## config.mk

```make
export PLATFORM = sky130hd
export DESIGN_NAME = wdog_dual_ovf
export DESIGN_NICKNAME = d
export VERILOG_FILES = /design/src/rtl/wdog_pkg.sv /design/src/rtl/wdog_settle.sv /design/src/rtl/wdog_regs.sv /design/src/rtl/wdog_core.sv /design/src/rtl/wdog_dual_ovf.sv
export SDC_FILE = /design/constraint.sdc
export NUM_CORES = 1
export LEC_CHECK = 0
export ABC_AREA = 1
export BUFFER_PORTS_ARGS = -buffer_cell sky130_fd_sc_hd__buf_2
export CAP_MARGIN = 0
export CELL_PAD_IN_SITES_DETAIL_PLACEMENT = 0
export CELL_PAD_IN_SITES_GLOBAL_PLACEMENT = 2
export CORE_ASPECT_RATIO = 1.75
export CORE_MARGIN = 2
export CORE_UTILIZATION = 43
export CTS_BUF_LIST = sky130_fd_sc_hd__clkbuf_16
export DETAILED_ROUTE_END_ITERATION = 10
export PLACE_DENSITY = 0.89
export RECOVER_POWER = 25
export SLEW_MARGIN = 20
export SYNTH_ARGS = -nofsm -noshare
export SYNTH_HDL_FRONTEND = slang
export SYNTH_SLANG_ARGS = --single-unit
```

## constraint.sdc

```tcl
create_clock -name clk -period 3.4 [get_ports clk]
set_input_delay 0.17 -clock clk [delete_from_list [all_inputs] [get_ports clk]]
set_output_delay 0.17 -clock clk [all_outputs]
set_load 0.03 [all_outputs]
```

## src/rtl/wdog_pkg.sv

```systemverilog
package wdog_pkg;

    typedef enum logic [1:0] {
        ST_IDLE,
        ST_RUN,
        ST_WARN,
        ST_BITE
    } wd_state_e;

    localparam logic [7:0] OFS_CTRL    = 8'h00;
    localparam logic [7:0] OFS_TOUT    = 8'h04;
    localparam logic [7:0] OFS_ELAPSED = 8'h08;
    localparam logic [7:0] OFS_INT     = 8'h0C;
    localparam logic [7:0] OFS_PEROUTE = 8'h10;
    localparam logic [7:0] OFS_FORCE   = 8'h14;

endpackage

```

## src/rtl/wdog_settle.sv

```systemverilog
module wdog_settle #(
    parameter int AW    = 5,
    parameter int DW    = 32,
    parameter int DEPTH = 6
) (
    input  logic          clk,
    input  logic          rst_n,
    input  logic          in_vld,
    input  logic [AW-1:0] in_addr,
    input  logic [DW-1:0] in_data,
    output logic          out_vld,
    output logic [AW-1:0] out_addr,
    output logic [DW-1:0] out_data
);

    logic [DEPTH-1:0] vld_q;
    logic [AW-1:0]    addr_q [DEPTH];
    logic [DW-1:0]    data_q [DEPTH];

    for (genvar i = 0; i < DEPTH; i++) begin : g_stage
        if (i == 0) begin : g_head
            always_ff @(posedge clk or negedge rst_n) begin
                if (!rst_n) begin
                    vld_q[i]  <= 1'b0;
                    addr_q[i] <= '0;
                    data_q[i] <= '0;
                end else begin
                    vld_q[i]  <= in_vld;
                    addr_q[i] <= in_addr;
                    data_q[i] <= in_data;
                end
            end
        end else begin : g_body
            always_ff @(posedge clk or negedge rst_n) begin
                if (!rst_n) begin
                    vld_q[i]  <= 1'b0;
                    addr_q[i] <= '0;
                    data_q[i] <= '0;
                end else begin
                    vld_q[i]  <= vld_q[i-1];
                    addr_q[i] <= addr_q[i-1];
                    data_q[i] <= data_q[i-1];
                end
            end
        end
    end

    assign out_vld  = vld_q[DEPTH-1];
    assign out_addr = addr_q[DEPTH-1];
    assign out_data = data_q[DEPTH-1];

endmodule

```

## src/rtl/wdog_regs.sv

```systemverilog
module wdog_regs
    import wdog_pkg::*;
#(
    parameter int AW = 5,
    parameter int DW = 32,
    parameter int TW = 12
) (
    input  logic          clk,
    input  logic          rst_n,
    input  logic          cm_vld,
    input  logic [AW-1:0] cm_addr,
    input  logic [DW-1:0] cm_data,
    input  logic [AW-1:0] rd_addr,
    input  logic [TW-1:0] step_i,
    input  logic          irq_i,
    output logic [DW-1:0] rd_data,
    output logic          en_o,
    output logic [TW-1:0] tout_o,
    output logic          cnt_clr_o,
    output logic          force_o
);

    localparam int TSHIFT = DW - TW;

    logic          en_q;
    logic [TW-1:0] tout_q;
    logic          peroute_q;
    logic          hit_ctrl, hit_tout, hit_elap, hit_route, hit_force;

    always_comb begin
        hit_ctrl  = cm_vld && (cm_addr == OFS_CTRL[AW-1:0]);
        hit_tout  = cm_vld && (cm_addr == OFS_TOUT[AW-1:0]);
        hit_elap  = cm_vld && (cm_addr == OFS_ELAPSED[AW-1:0]);
        hit_route = cm_vld && (cm_addr == OFS_PEROUTE[AW-1:0]);
        hit_force = cm_vld && (cm_addr == OFS_FORCE[AW-1:0]);
    end

    always_ff @(posedge clk or negedge rst_n) begin
        if (!rst_n) begin
            en_q      <= 1'b0;
            tout_q    <= '0;
            peroute_q <= 1'b1;
        end else begin
            if (hit_ctrl && cm_data[0]) en_q <= 1'b1;
            if (hit_tout)               tout_q <= cm_data[DW-1 -: TW];
            if (hit_route)              peroute_q <= cm_data[0];
        end
    end

    always_comb begin
        en_o      = en_q || (hit_ctrl && cm_data[0]);
        tout_o    = tout_q;
        cnt_clr_o = hit_elap && (cm_data == '0);
        force_o   = hit_force && cm_data[0] && !peroute_q;
    end

    always_comb begin
        rd_data = '0;
        unique case (rd_addr)
            OFS_CTRL[AW-1:0]:    rd_data[0] = en_q;
            OFS_TOUT[AW-1:0]:    rd_data = {tout_q, {TSHIFT{1'b0}}};
            OFS_ELAPSED[AW-1:0]: rd_data[TW-1:0] = step_i;
            OFS_INT[AW-1:0]:     rd_data[0] = irq_i;
            OFS_PEROUTE[AW-1:0]: rd_data[0] = peroute_q;
            default:             rd_data = '0;
        endcase
    end

    p_enable_sticky_r7: assert property (@(posedge clk) disable iff (!rst_n)
        en_q |=> en_q);

endmodule

```

## src/rtl/wdog_core.sv

```systemverilog
module wdog_core
    import wdog_pkg::*;
#(
    parameter int TW    = 12,
    parameter int PRE_W = 20
) (
    input  logic          clk,
    input  logic          rst_n,
    input  logic          en_i,
    input  logic [TW-1:0] tout_i,
    input  logic          refresh_i,
    input  logic          cnt_clr_i,
    input  logic          force_i,
    output logic [TW-1:0] step_o,
    output logic          irq_o,
    output logic          bite_o
);

    wd_state_e        state_q, state_d;
    logic [PRE_W-1:0] pre_q;
    logic [TW-1:0]    step_q;
    logic             counting, ovf_hit;

    always_comb begin
        counting = (state_q == ST_RUN) || (state_q == ST_WARN);
        ovf_hit  = counting && (&pre_q) && (step_q == tout_i);
    end

    always_ff @(posedge clk or negedge rst_n) begin
        if (!rst_n) state_q <= ST_IDLE;
        else        state_q <= state_d;
    end

    always_comb begin
        state_d = state_q;
        unique case (state_q)
            ST_IDLE: begin
                if (force_i)   state_d = ST_BITE;
                else if (en_i) state_d = ST_RUN;
            end
            ST_RUN: begin
                if (force_i)        state_d = ST_BITE;
                else if (refresh_i) state_d = ST_RUN;
                else if (ovf_hit)   state_d = ST_WARN;
            end
            ST_WARN: begin
                if (force_i)        state_d = ST_BITE;
                else if (refresh_i) state_d = ST_RUN;
                else if (ovf_hit)   state_d = ST_BITE;
            end
            ST_BITE: state_d = ST_BITE;
            default: state_d = ST_IDLE;
        endcase
    end

    always_ff @(posedge clk or negedge rst_n) begin
        if (!rst_n) begin
            pre_q  <= '0;
            step_q <= '0;
        end else if (!counting || refresh_i || cnt_clr_i || ovf_hit) begin
            pre_q  <= '0;
            step_q <= '0;
        end else begin
            pre_q <= pre_q + 1'b1;
            if (&pre_q) step_q <= step_q + 1'b1;
        end
    end

    always_comb begin
        irq_o  = (state_q == ST_WARN);
        bite_o = (state_q == ST_BITE);
        step_o = step_q;
    end

    p_warn_entry_r4: assert property (@(posedge clk) disable iff (!rst_n)
        $rose(state_q == ST_WARN) |-> $past(ovf_hit));

    p_bite_cause_r5: assert property (@(posedge clk) disable iff (!rst_n)
        $rose(bite_o) |-> ($past(state_q == ST_WARN) || $past(force_i)));

    p_bite_sticky_r5: assert property (@(posedge clk) disable iff (!rst_n)
        (state_q == ST_BITE) |=> (state_q == ST_BITE));

    p_refresh_clears_r6: assert property (@(posedge clk) disable iff (!rst_n)
        (refresh_i && counting && !force_i) |=> (step_q == '0 && state_q == ST_RUN));

endmodule

```

## src/rtl/wdog_dual_ovf.sv

```systemverilog
module wdog_dual_ovf
    import wdog_pkg::*;
#(
    parameter int AW     = 5,
    parameter int DW     = 32,
    parameter int TW     = 12,
    parameter int PRE_W  = 20,
    parameter int SETTLE = 6
) (
    input  logic          clk,
    input  logic          rst_n,
    input  logic          wr_en,
    input  logic [AW-1:0] wr_addr,
    input  logic [DW-1:0] wr_data,
    input  logic [AW-1:0] rd_addr,
    output logic [DW-1:0] rd_data,
    output logic          irq_o,
    output logic          wdt_rst_o
);

    logic          is_int, refresh, pipe_in;
    logic          cm_vld;
    logic [AW-1:0] cm_addr;
    logic [DW-1:0] cm_data;
    logic          en, cnt_clr, force_pe, irq, bite;
    logic [TW-1:0] tout, step;

    always_comb begin
        is_int  = (wr_addr == OFS_INT[AW-1:0]);
        refresh = wr_en && is_int && wr_data[0];
        pipe_in = wr_en && !is_int;
    end

    wdog_settle #(.AW(AW), .DW(DW), .DEPTH(SETTLE)) u_settle (
        .clk      (clk),
        .rst_n    (rst_n),
        .in_vld   (pipe_in),
        .in_addr  (wr_addr),
        .in_data  (wr_data),
        .out_vld  (cm_vld),
        .out_addr (cm_addr),
        .out_data (cm_data)
    );

    wdog_regs #(.AW(AW), .DW(DW), .TW(TW)) u_regs (
        .clk       (clk),
        .rst_n     (rst_n),
        .cm_vld    (cm_vld),
        .cm_addr   (cm_addr),
        .cm_data   (cm_data),
        .rd_addr   (rd_addr),
        .step_i    (step),
        .irq_i     (irq),
        .rd_data   (rd_data),
        .en_o      (en),
        .tout_o    (tout),
        .cnt_clr_o (cnt_clr),
        .force_o   (force_pe)
    );

    wdog_core #(.TW(TW), .PRE_W(PRE_W)) u_core (
        .clk       (clk),
        .rst_n     (rst_n),
        .en_i      (en),
        .tout_i    (tout),
        .refresh_i (refresh),
        .cnt_clr_i (cnt_clr),
        .force_i   (force_pe),
        .step_o    (step),
        .irq_o     (irq),
        .bite_o    (bite)
    );

    assign irq_o     = irq;
    assign wdt_rst_o = bite;

endmodule

```

Word-level counts from Yosys, hierarchy flattened --
Index checks and enable logic that the tools add are counted.
Cells by class: multiply operators 0, reductions and logical operators 29, shift-type cells 0, equality and inequality tests 16, add/subtract/negate cells 2, bitwise logic cells 0, order comparisons 0, div/mod/pow operators 0, multiplexer cells 15
Operator list (number):
- $mux W20 | 2
- $logic_not A32 Y1 | 1
- $mux W12 | 2
- $add A20 B1 Y20 const B | 1
- $eq A5 B4 Y1 const B | 4
- $reduce_and A20 Y1 | 1
- $mux W2 | 8
- $eq A5 B5 Y1 const B | 3
- $logic_and A1 B1 Y1 | 14
- $add A12 B1 Y12 const B | 1
- $eq A12 B12 Y1 | 1
- $mux W11 | 1
- $eq A5 B3 Y1 const B | 2
- $logic_not A5 Y1 | 2
- $ne A4 B2 Y1 const B | 2
- $pmux W2 S4 | 1
- $logic_or A1 B1 Y1 | 5
- $eq A2 B2 Y1 const B | 2
- $pmux W1 S4 | 1
- $logic_not A1 Y1 | 3
- $ne A3 B3 Y1 const B | 1
- $reduce_and A3 Y1 | 1
- $eq A2 B1 Y1 const B | 1
- $logic_not A2 Y1 | 1
- $reduce_bool A2 Y1 | 1
Storage, ports and cells: RAM bits 0, flip-flop bits (word level) 276, latch bits 0, logic and storage cells 86, input port bits 45, ROM bits 0, memories 0

Depth between registers and ports, before layout --
Gate-level depths: netlist of run 1.
word-level depth 8, gate-level depth with buffers 11, gate-level depth less buffers 11

Hierarchy --
From an unflattened synthesis of run 1, not the netlist that was laid out.
Unflattened totals: cell total of the unflattened synthesis 735, area total of the unflattened synthesis 9311.4 sq um
Modules (own cells, without submodules):
- wdog_settle | instances 1, cells an instance 265, area each 5983.2 sq um
- wdog_core | instances 1, cells an instance 297, area each 2165.8 sq um
- wdog_regs | instances 1, cells an instance 163, area each 1109.8 sq um
- wdog_dual_ovf | instances 1, cells an instance 10, area each 52.6 sq um

Worst setup path before layout of run 1 --
No wires, ideal clock.
path kind register to output, start point register u_core.state_q[0], end point output port rd_data[0], path slack 1602 ps, arrival 1628 ps, stages on the path, launching flop included 7, path buffers 0, cell sequence dfrtp_1 inv_1 ha_1 inv_1 o22ai_1 a21oi_1 o22ai_1
On the way: word-level cells in the longest chain between the ends 2
RTL lines:
- start: declaration | line wdog_core.sv:19 | wd_state_e state_q, state_d;
- start signal: assignment | line wdog_core.sv:31 | else state_q <= state_d;
- $eq A2 B2 Y1 | line wdog_core.sv:70 | irq_o = (state_q == ST_WARN);
- via irq_o | line wdog_dual_ovf.sv:17 | output logic irq_o,
- $pmux W1 S4 | line wdog_regs.sv:59 | unique case (rd_addr)
- end: declaration | line wdog_dual_ovf.sv:16 | output logic [DW-1:0] rd_data,
The timed path passes the listed nets, and every way through them passes these cells.

Worst setup path in the final report of run 1 --
start point register u_core.state_q[0], end point output port rd_data[0]
On the way: word-level cells in the longest chain between the ends 2
RTL lines (line):
- $eq A2 B2 Y1 | wdog_core.sv:70
- $pmux W1 S4 | wdog_regs.sv:59
Every way passes these cells.

==> summary.txt, run 1 <==
Mapped Cells - 725
met3 Resource Use GR - 0.0228
cell row count - 69
share of the synthesized area in the top cell type - 0.768
total global routing overflow - 0
met1 Use GR - 0.171
R2R depth - 6
Cell Pwr Density - 617 nW/um^2
largest net degree at the start of global routing - 114
Period Utilization, post-route - 0.768
post-route minimum period - 2610 ps
DRC - 5
yosys warns - 0
Post-DP HPWL - 10500 um
arrival time of the worst setup path - 2440 ps
post-CTS sizing - 0
part of the power in registers - 0.541
max-cap violations - 0
Peak VDD IR - 0.532 mV
Die Footprint - 22000 sq um
first-pass GRT wire length - 26100 um
TritonRoute pass-1 iters - 7
status - complete, but fails checks
pre-CTS setup slack - 982 ps
Pint - 4.93 mW
post-synth cell types - 31
Vias/cell - 4.54
Die Y - 195 um
Slew Limit Headroom - 0.417
fraction of registers with async set/reset - 1.00
CP Class - reg -> out
initial antenna violation count - 0
final net count - 907
input/output buffers - 70
Filler Cells Inserted - 1793
NetSw - 1.65 mW
CTS tree - yes
top-count cell post-synth - dfrtp_1
skew final - 13.0 ps
Routed WL - 15400 um
CP Max Fanout - 4
CTS Buf Count - 23
Yosys reg bits - 276
LEAKAGE - 5.15 nW
clk slew on worst S/H paths - 70 ps
Crit. End Element - output pin
most frequent cells after synthesis - 275 x dfrtp_1, 129 x nand2_1, 123 x nor2_1
RD Place Congestion - 0.812
Setup TNS Final - 0 ps
share of cells above drive strength 1 - 0.133
r2r startpoint - u_core.state_q[0]$_DFFE_PN0P_
reg2reg setup slack - 1020 ps
RSZ-0062 raised after global routing - no
fmax - 383 MHz
EDFF count, synth - 0
clk sink count - 276
GRT Max-Usage Layer - met2
I/O pin total - 79
vias in the first global route - 5464
worst setup margin - 790 ps
Max Slew Vio Count - 0
Synth area leaders - dfrtp_1 77%, nand2_1 5.4%, nor2_1 5.2%
main flop type after synthesis - dfrtp_1
DR WL/cell - 13.7 um
RR Endpoint - u_core.pre_q[14]$_DFF_PN0_
vias - 5077
Avg Cell Area, Syn - 12.4 sq um
count of final hold-check violations - 0
Finish-stage setup viols - 0
Crit path required time - 3230 ps
First DRT Iteration DRCs - 243
CTS HTree Levels - 1
Seq/Total Area, Yosys - 0.771
power share of the clock group - 0.357
antenna fix cells - 0
failing checks - DRC
combinational fraction of design power - 0.102
initial cell density of the core - 0.440
switching share of power - 0.251
Clock Latency Late Sink - 510 ps
Final ANT Viol Nets - 0
clock tree root buffer cell - clkbuf_16
die width - 113 um
area of the mapped netlist - 8960 sq um
dominant cell type by area after synthesis - dfrtp_1
critical path startpoint category - flip-flop
all-layer global routing usage - 0.149
Max Root-Sink Buffers - 3
met2 usage - 0.267
worst hold path type - in -> async
Post-CTS Setup Inserts - 0
Syn-to-layout area delta - 19.1%
Core Footprint - 20400 sq um
Least-Margin Pin Slew - 875 ps
-- critical path, cell delays in order (launching register included) --
cell     delay, ps
dfrtp_1        420
inv_1          120
ha_1           210
inv_1           70
o22ai_1        130
a21oi_1        170
o22ai_1        500
buf_2          310
-- state kept, by name, summed over array words and instances, names as in the netlist --
| signal | count |
|---|---|
| u_regs.en_q | 1 |
| u_settle.vld_q | 5 |
| u_core.step_o | 12 |
| u_settle.out_vld | 1 |
| u_settle.addr_q | 25 |
| u_settle.out_data | 32 |
| u_regs.tout_o | 12 |
| u_settle.out_addr | 5 |
| u_regs.peroute_q | 1 |
| u_core.pre_q | 20 |
| u_core.state_q | 2 |
| u_settle.data_q | 160 |
-- cell families after synthesis --
family,synth area share
compound gates,0.0172
xor+xnor,0.0137
fa+ha+maj,0.00978
buf+inv,0.0404
flops,0.771
other cells,0.000419
simple gates,0.147
-- power groups by stage --
stage | sequential, mW | combinational [mW] | clock [mW]
3_5_place_dp | 3.63 | 0.654 | 0
2_1_floorplan | 3.60 | 0.468 | 0
5_1_grt | 3.58 | 0.774 | 2.59
3_3_place_gp | 3.61 | 0.648 | 0
6_report | 3.56 | 0.671 | 2.35
4_1_cts | 3.56 | 0.691 | 2.44
-- layer usage --
layer  up-vias  wire, um
met1      2462      5890
met5         -         0
met3        38       526
met4         0       750
met2        90      8190
li1       2487         -
-- metrics by stage --
| step | instance area (sq um) | total power, mW | std cells | util | hold slack [ps] |
|---|---|---|---|---|---|
| after floorplan | 8980 | 4.07 | 732 | - | -126 |
| after global placement | 9610 | 4.26 | 1039 | 0.472 | 278 |
| after detailed placement | 9610 | 4.28 | 1039 | 0.472 | 279 |
| after CTS | 10700 | 6.70 | 1119 | 0.524 | 274 |
| after global routing | 10700 | 6.95 | 1119 | 0.524 | 278 |
| final | 10700 | 6.58 | 1119 | 0.524 | 287 |
-- cell usage in the layout, fill, tap and decap left out, types with 2 or more instances in the layout --
cell	n
a21oi_1	9
nor3_1	10
a21boi_0	2
buf_2	65
inv_1	66
o22ai_1	3
nand2_1	129
inv_2	4
nor2_2	2
inv_6	2
conb_1	8
clkinv_1	8
nor2_1	123
clkinv_4	3
nand4_1	15
xor2_1	13
clkinv_2	2
nand2_2	3
buf_4	3
dfrtp_1	275
nand3_2	2
clkbuf_1	4
o21ai_0	10
dlygate4sd3_1	39
buf_12	2
ha_1	7
nand3_1	28
clkbuf_16	23
-- final cells by class --
type / count / area (sq um) / area share
flip-flops and latches: 276 / 6910 / 0.647
multi-input cells: 372 / 1710 / 0.161
clock buffers: 23 / 576 / 0.0539
well taps: 248 / 310 / 0.0291
inverters: 68 / 255 / 0.0239
clock inverters: 18 / 98.8 / 0.00926
repair buffers: 114 / 808 / 0.0758
-- what timing repair did --
| item | in CTS | in global routing |
|---|---|---|
| setup endpoints to repair | 0 | 0 |
| hold endpoints to repair | 145 | 0 |
| hold buffers | 39 | 0 |
-- worst max path at each step --
stage | start | to | slack [ps] | cells after the start
after detailed placement | u_core.state_q[0]$_DFFE_PN0P_ | u_core.pre_q[14]$_DFF_PN0_ | 980 | 6
after floorplan | u_core.state_q[0]$_DFFE_PN0P_ | rd_data[0] | 1600 | 6
after global placement | rd_addr[1] | rd_data[0] | 1150 | 5
after global routing | u_core.state_q[1]$_DFFE_PN0P_ | u_core.pre_q[14]$_DFF_PN0_ | 730 | 6
after CTS | u_core.state_q[0]$_DFFE_PN0P_ | rd_data[0] | 760 | 7
final | u_core.state_q[0]$_DFFE_PN0P_ | rd_data[0] | 790 | 7
No activity file was read; power rests on OpenSTA's default activity.
==> run 2: changes to the inputs <==
- CORE_UTILIZATION: 43 -> 36
- PLACE_DENSITY: 0.89 -> 0.8
- clock period: 3.4 -> 2.17 ns (I/O delays scaled with it)
==> summary.txt, run 2 (synthesized netlist as in run 1, its figures left out) <==
Max Slew Vio Count - 0 (unchanged)
CP Class - reg -> out
Pint - 7.92 mW (+61%)
CTS tree - yes
power share of the clock group - 0.362 (+0.005)
Max Root-Sink Buffers - 3 (unchanged)
largest net degree at the start of global routing - 88 (-23%)
RSZ-0062 raised after global routing - no
part of the power in registers - 0.528 (-0.013)
post-CTS sizing - 0 (unchanged)
most frequent cells in the layout - 275 x dfrtp_1, 129 x nand2_1, 123 x nor2_1, 65 x inv_1, 65 x buf_2
CP Max Fanout - 4 (unchanged)
all-layer global routing usage - 0.135 (-0.0144)
DRC - 0 (-5)
initial antenna violation count - 0 (unchanged)
vias in the first global route - 5340 (-2.3%)
DR WL/cell - 14.1 um (+2.6%)
final net count - 917 (+1.1%)
clk slew on worst S/H paths - 60 ps (about the same)
initial cell density of the core - 0.365 (-0.0745)
First DRT Iteration DRCs - 196 (-19%)
arrival time of the worst setup path - 1880 ps (-560 ps)
commonest non-fill, non-tap cell in the layout - dfrtp_1
die width - 123 um (+9.0%)
antenna fix cells - 0 (unchanged)
total global routing overflow - 0 (unchanged)
Worst Hold Slack - 209 ps (-78.5 ps)
Finish-stage setup viols - 0 (unchanged)
Clock Latency Late Sink - 510 ps (about the same)
count of final hold-check violations - 0 (unchanged)
utilization after layout - 0.443 (-0.0809)
clk sink count - 276 (unchanged)
max reg flops - 160 (unchanged)
Core Footprint - 24500 sq um (+20%)
CTS Buf Count - 23 (unchanged)
TritonRoute pass-1 iters - 5 (-2)
worst setup margin - 181 ps (-609 ps)
Syn-to-layout area delta - 21.3%
critical path startpoint category - flip-flop
vias - 5175 (+1.9%)
max-cap violations - 0 (unchanged)
Least-Margin Pin Slew - 641 ps (-234 ps)
fmax - 503 MHz
Most flops, register - u_settle.data_q
Peak VDD IR - 0.777 mV (+46%)
Final ANT Viol Nets - 0 (unchanged)
first-pass GRT wire length - 27000 um (+3.3%)
clock tree root buffer cell - clkbuf_16
Die Footprint - 26200 sq um (+19%)
Cell Pwr Density - 976 nW/um^2 (+58%)
Die Y - 213 um (+9.1%)
Post-DP HPWL - 11800 um (+13%)
LEAKAGE - 5.21 nW (+1.2%)
status - complete, no violations
skew final - 26.3 ps (+13.3 ps)
CTS HTree Levels - 1 (unchanged)
Crit path required time - 2060 ps (-1170 ps)
worst hold path type - in -> async
cell row count - 76 (+10%)
share of cells above drive strength 1 - 0.144 (+0.0110)
Routed WL - 16800 um (+9.4%)
Period Utilization, post-route - 0.917
Slew Limit Headroom - 0.573 (+0.156)
switching share of power - 0.253 (+0.00256)
Crit. End Element - output pin
I/O pin total - 79 (unchanged)
NetSw - 2.68 mW (+63%)
pre-CTS setup slack - 274 ps (-708 ps)
combinational fraction of design power - 0.111 (+0.009)
post-route minimum period - 1990 ps
input/output buffers - 70 (unchanged)
final total power - 10.6 mW (+61%)
Vias/cell - 4.34 (-4.4%)
Post-CTS Setup Inserts - 0 (unchanged)
RD Place Congestion - 0.832 (+2.5%)
Setup TNS Final - 0 ps (unchanged)
[run 2: final timing paths]
| check | startpoint | end | slack [ps] | cells after the start |
|---|---|---|---|---|
| min reg2reg | u_settle.addr_q[13]$_DFF_PN0_ | u_settle.addr_q[8]$_DFF_PN0_ | 340 | 0 |
| min in group clk | wr_data[24] | u_settle.data_q[184]$_DFF_PN0_ | 240 | 2 |
| min | rst_n | u_settle.out_data[13]$_DFF_PN0_ | 210 | 2 |
| max | u_core.state_q[0]$_DFFE_PN0P_ | rd_data[0] | 180 | 7 |
| max reg2reg | u_core.pre_q[0]$_DFF_PN0_ | u_core.state_q[0]$_DFFE_PN0P_ | 260 | 10 |
| max in group asynchronous | rst_n | u_settle.data_q[175]$_DFF_PN0_ | 1220 | 3 |
[run 2: layer usage]
metal	vias to the layer above	global-route usage	wire, um
met3	39	0.0171	561
met5	-	0	0
met4	0	0.0611	677
li1	2519	-	-
met2	112	0.246	9190
met1	2505	0.154	6380
[run 2: layout make-up]
type	instances	area, sq um
Tap cell	312	390
Multi-Input combinational cell	372	1710
Fill cell	2277	13700
Inverter	68	255
Clock buffer	23	576
Clock inverter	18	125
Sequential cell	276	6910
Timing Repair Buffer	124	896
[run 2: stage by stage]
step | cells | cell area [sq um]
final | 1193 | 10900
after CTS | 1193 | 10900
after global routing | 1193 | 10900
after floorplan | 732 | 8980
after global placement | 1113 | 9780
after detailed placement | 1113 | 9780
[run 2: timing repair]
| item | 4_1_cts | 5_1_grt |
|---|---|---|
| hold buffers | 39 | 0 |
| endpoints found under the setup margin | 0 | 0 |
| endpoints found under the hold margin | 116 | 0 |
[run 2: worst max-delay path, cell delays in order, from the launching register on]
cell	delay, ps
dfrtp_1	420
inv_1	120
ha_1	220
inv_1	90
o22ai_1	130
a21oi_1	80
o22ai_1	110
buf_2	230
[run 2: power by group through the flow]
| stage | Clock (mW) | Combinational (mW) | Sequential, mW |
|---|---|---|---|
| floorplan | 0 | 0.733 | 5.64 |
| CTS | 3.96 | 1.19 | 5.60 |
| global placement | 0 | 1.12 | 5.68 |
| finish | 3.84 | 1.17 | 5.59 |
| detailed placement | 0 | 1.13 | 5.70 |
| global route | 4.18 | 1.32 | 5.62 |
==> run 3: changes to the inputs <==
--- a/config.mk
+++ b/config.mk
@@ -6,5 +6,4 @@
 export NUM_CORES = 1
 export LEC_CHECK = 0
-export ABC_AREA = 1
 export BUFFER_PORTS_ARGS = -buffer_cell sky130_fd_sc_hd__buf_2
 export CAP_MARGIN = 0
@@ -13,9 +12,10 @@
 export CORE_ASPECT_RATIO = 1.75
 export CORE_MARGIN = 2
-export CORE_UTILIZATION = 36
+export CORE_UTILIZATION = 38
 export CTS_BUF_LIST = sky130_fd_sc_hd__clkbuf_16
 export DETAILED_ROUTE_END_ITERATION = 10
-export PLACE_DENSITY = 0.8
+export PLACE_DENSITY = 0.79
 export RECOVER_POWER = 25
+export SKIP_LAST_GASP = 1
 export SLEW_MARGIN = 20
 export SYNTH_ARGS = -nofsm -noshare
==> constraint.sdc (replaced) <==
create_clock -name clk -period 2.17 [get_ports clk]
set_input_delay 0.434 -clock clk [delete_from_list [all_inputs] [get_ports clk]]
set_output_delay 0.434 -clock clk [all_outputs]
set_load 0.03 [all_outputs]
==> summary.txt, run 3 <==
RR Endpoint - u_core.step_o[3]$_DFFE_PN0P_
Peak VDD IR - 0.642 mV (-17%)
RSZ-0062 raised after global routing - yes
Cell Chain, Critical Path - mux2i_1 > nor2_1 > a21oi_1 > nor2_1 > a31oi_1 > nor3_1 > buf_4
Least-Margin Pin Slew - 523 ps (-118 ps)
RD Place Congestion - 0.768 (-7.8%)
top-count cell post-synth - dfrtp_1
most frequent cells after synthesis - 275 x dfrtp_1, 46 x nor2_1, 25 x xnor2_1
Most flops, register - u_settle.data_q
Finish-stage setup viols - 1 (+1)
first-pass GRT wire length - 22500 um (-17%)
skew final - 16.8 ps (-9.49 ps)
CTS Buf Count - 24 (+4.3%)
CP Class - reg -> out
share of the synthesized area in the top cell type - 0.804 (+0.0353)
DP Area - 9430 sq um (-3.6%)
fraction of registers with async set/reset - 1.00 (unchanged)
yosys warns - 0 (unchanged)
DRC - 0 (unchanged)
Syn-to-layout area delta - 19.9%
DR WL/cell - 13.9 um (-1.5%)
Post-DP HPWL - 8810 um (-26%)
Max Root-Sink Buffers - 3 (unchanged)
Period Utilization, post-route - 1.00 (+0.0855)
die width - 117 um (-4.7%)
status - complete, but fails checks
worst hold path type - in -> reg
clock tree root buffer cell - clkbuf_16
Worst Hold Slack - 24.3 ps (-185 ps)
Yosys reg bits - 276 (unchanged)
WHS Endpoint - u_settle.data_q[178]$_DFF_PN0_
Placed Cells incl. Taps - 904 (-19%)
area of the mapped netlist - 8560 sq um (-4.4%)
post-route minimum period - 2170 ps (+186 ps)
Pint - 7.83 mW (-1.2%)
area of the multi-input gates - 1560 sq um (-8.8%)
First DRT Iteration DRCs - 239 (+22%)
Crit. End Element - output pin
Max Slew Vio Count - 0 (unchanged)
Clock Latency Late Sink - 520 ps (about the same)
reg2reg setup slack - 230 ps (-30 ps)
NetSw - 2.11 mW (-21%)
dominant cell type by area after synthesis - dfrtp_1
arrival time of the worst setup path - 1740 ps (-140 ps)
Cell Pwr Density - 968 nW/um^2 (-0.86%)
max reg flops - 160 (unchanged)
initial antenna violation count - 0 (unchanged)
CTS HTree Levels - 1 (unchanged)
part of the power in registers - 0.556 (+0.028)
r2r startpoint - u_core.pre_q[0]$_DFF_PN0_
vias in the first global route - 4609 (-14%)
worst setup margin - -4.72 ps (-186 ps)
critical path startpoint category - flip-flop
utilization after layout - 0.463 (+0.0205)
clk sink count - 276 (unchanged)
clk slew on worst S/H paths - 70 ps (about the same)
I/O pin total - 79 (unchanged)
R2R depth - 7 (-3)
most frequent cells in the layout - 275 x dfrtp_1, 64 x buf_2, 46 x nor2_1, 24 x xnor2_1, 24 x clkbuf_16
Vias/cell - 4.44 (+2.4%)
count of final hold-check violations - 0 (unchanged)
max-cap violations - 0 (unchanged)
commonest non-fill, non-tap cell in the layout - dfrtp_1
Most common cell on crit path - nor2_1
Setup TNS Final - -4.72 ps (-4.72 ps)
EDFF count, synth - 0 (unchanged)
Hold Path Depth - 1
largest net degree at the start of global routing - 64 (-27%)
all-layer global routing usage - 0.116 (-0.0189)
Crit path required time - 1740 ps (-320 ps)
failing checks - setup timing
power share of the clock group - 0.411 (+0.049)
final net count - 691 (-25%)
Filler Cells Inserted - 1977 (-13%)
slowest CP cell - dfstp_2
combinational fraction of design power - 0.033 (-0.078)
vias - 4218 (-18%)
Avg Cell Area, Syn - 16.3 sq um (+32%)
Die Footprint - 23800 sq um (-9.2%)
crit-path max cell delay - 550 ps (+130 ps)
register area - 6910 sq um (unchanged)
initial cell density of the core - 0.386 (+0.0213)
switching share of power - 0.212 (-0.0408)
Final ANT Viol Nets - 0 (unchanged)
cell row count - 72 (-5.3%)
Finished Cell Area - 10300 sq um (-5.5%)
Slew Limit Headroom - 0.649 (+0.0761)
Seq/Total Area, Yosys - 0.807 (+0.0354)
CTS tree - yes
LEAKAGE - 4.72 nW (-9.4%)
final instance count without filler cells - 950 (-20%)
antenna fix cells - 0 (unchanged)
Die Y - 203 um (-4.7%)
Hold Startpoint - wr_data[18]
Mapped Cells - 525 (-28%)
Routed WL - 13200 um (-22%)
Core Footprint - 22200 sq um (-9.7%)
fmax - 460 MHz (-8.5%)
CP Max Fanout - 2 (-2)
main flop type after synthesis - dfrtp_1
input/output buffers - 70 (unchanged)
share of cells above drive strength 1 - 0.239 (+0.0944)
Synth area leaders - dfrtp_1 80%, xnor2_1 2.6%, nor2_1 2.0%
total global routing overflow - 0 (unchanged)
post-synth cell types - 42 (+35%)
TritonRoute pass-1 iters - 4 (-1)
[run 3: kinds of logic after synthesis]
kind of cell,Yosys count,synth area share
mux,17,0.0218
simple gates,150,0.0947
buf+inv,25,0.0178
xor+xnor,41,0.0419
flops,276,0.807
other cells,1,0.000438
compound gates,8,0.00643
fa+ha+maj,7,0.0102
[run 3: repair_timing]
action                                 4_1_cts  5_1_grt
buffers inserted                             1        0
gates resized for setup                      3        3
endpoints found under the hold margin       55        0
setup endpoints to repair                    1        5
hold buffers                                 4        0
[run 3: per-layer routing]
layer	share of wire	routed length, um	track usage	vias up
met3	0.047	620	0.0225	26
met2	0.54	7120	0.215	105
met5	0	0	0	-
met4	0.028	373	0.0460	0
li1	-	-	-	1946
met1	0.38	5070	0.131	2141
[run 3: cell type report]
cell class,count,area share
clock buffer,24,0.0585
clock inverter,17,0.0157
inverter,6,0.00219
multi-input combinational,231,0.152
sequential,276,0.673
tap,296,0.0361
timing repair buffer,100,0.0626
[run 3: per-stage QoR]
step,total power [mW],setup WS (ps)
4_1_cts,10.1,-22.7
3_5_place_dp,5.95,148
6_report,9.94,-4.72
3_3_place_gp,5.92,166
5_1_grt,10.4,-165
2_1_floorplan,5.71,56.5
[run 3: critical path, delay by kind of cell, from the launching register on]
| kind | cells | cell delay, ps |
|---|---|---|
| AND/OR/NAND/NOR | 3 | 320 |
| multiplexers | 1 | 80 |
| buffers and inverters | 1 | 190 |
| flip-flops | 1 | 550 |
| AO/OA/AOI/OAI | 2 | 100 |
[run 3: worst max path at each step]
| stage | from | to | slack (ps) |
|---|---|---|---|
| floorplan | u_core.state_q[0]$_DFFE_PN0P_ | rd_data[0] | 60 |
| global placement | u_regs.tout_o[3]$_DFFE_PN0P_ | u_core.state_q[0]$_DFFE_PN0P_ | 170 |
| detailed placement | u_regs.tout_o[6]$_DFFE_PN0P_ | u_core.state_q[1]$_DFFE_PN0P_ | 150 |
| CTS | u_regs.peroute_q$_DFFE_PN1P_ | rd_data[0] | -20 |
| global route | u_regs.peroute_q$_DFFE_PN1P_ | rd_data[0] | -160 |
| finish | u_regs.peroute_q$_DFFE_PN1P_ | rd_data[0] | -5 |
[run 3: power groups by stage]
| stage | Clock [mW] | Sequential [mW] | Combinational, mW |
|---|---|---|---|
| after global placement | 0 | 5.61 | 0.318 |
| final | 4.08 | 5.52 | 0.333 |
| after CTS | 4.22 | 5.53 | 0.343 |
| after floorplan | 0 | 5.57 | 0.141 |
| after global routing | 4.45 | 5.55 | 0.382 |
| after detailed placement | 0 | 5.62 | 0.330 |
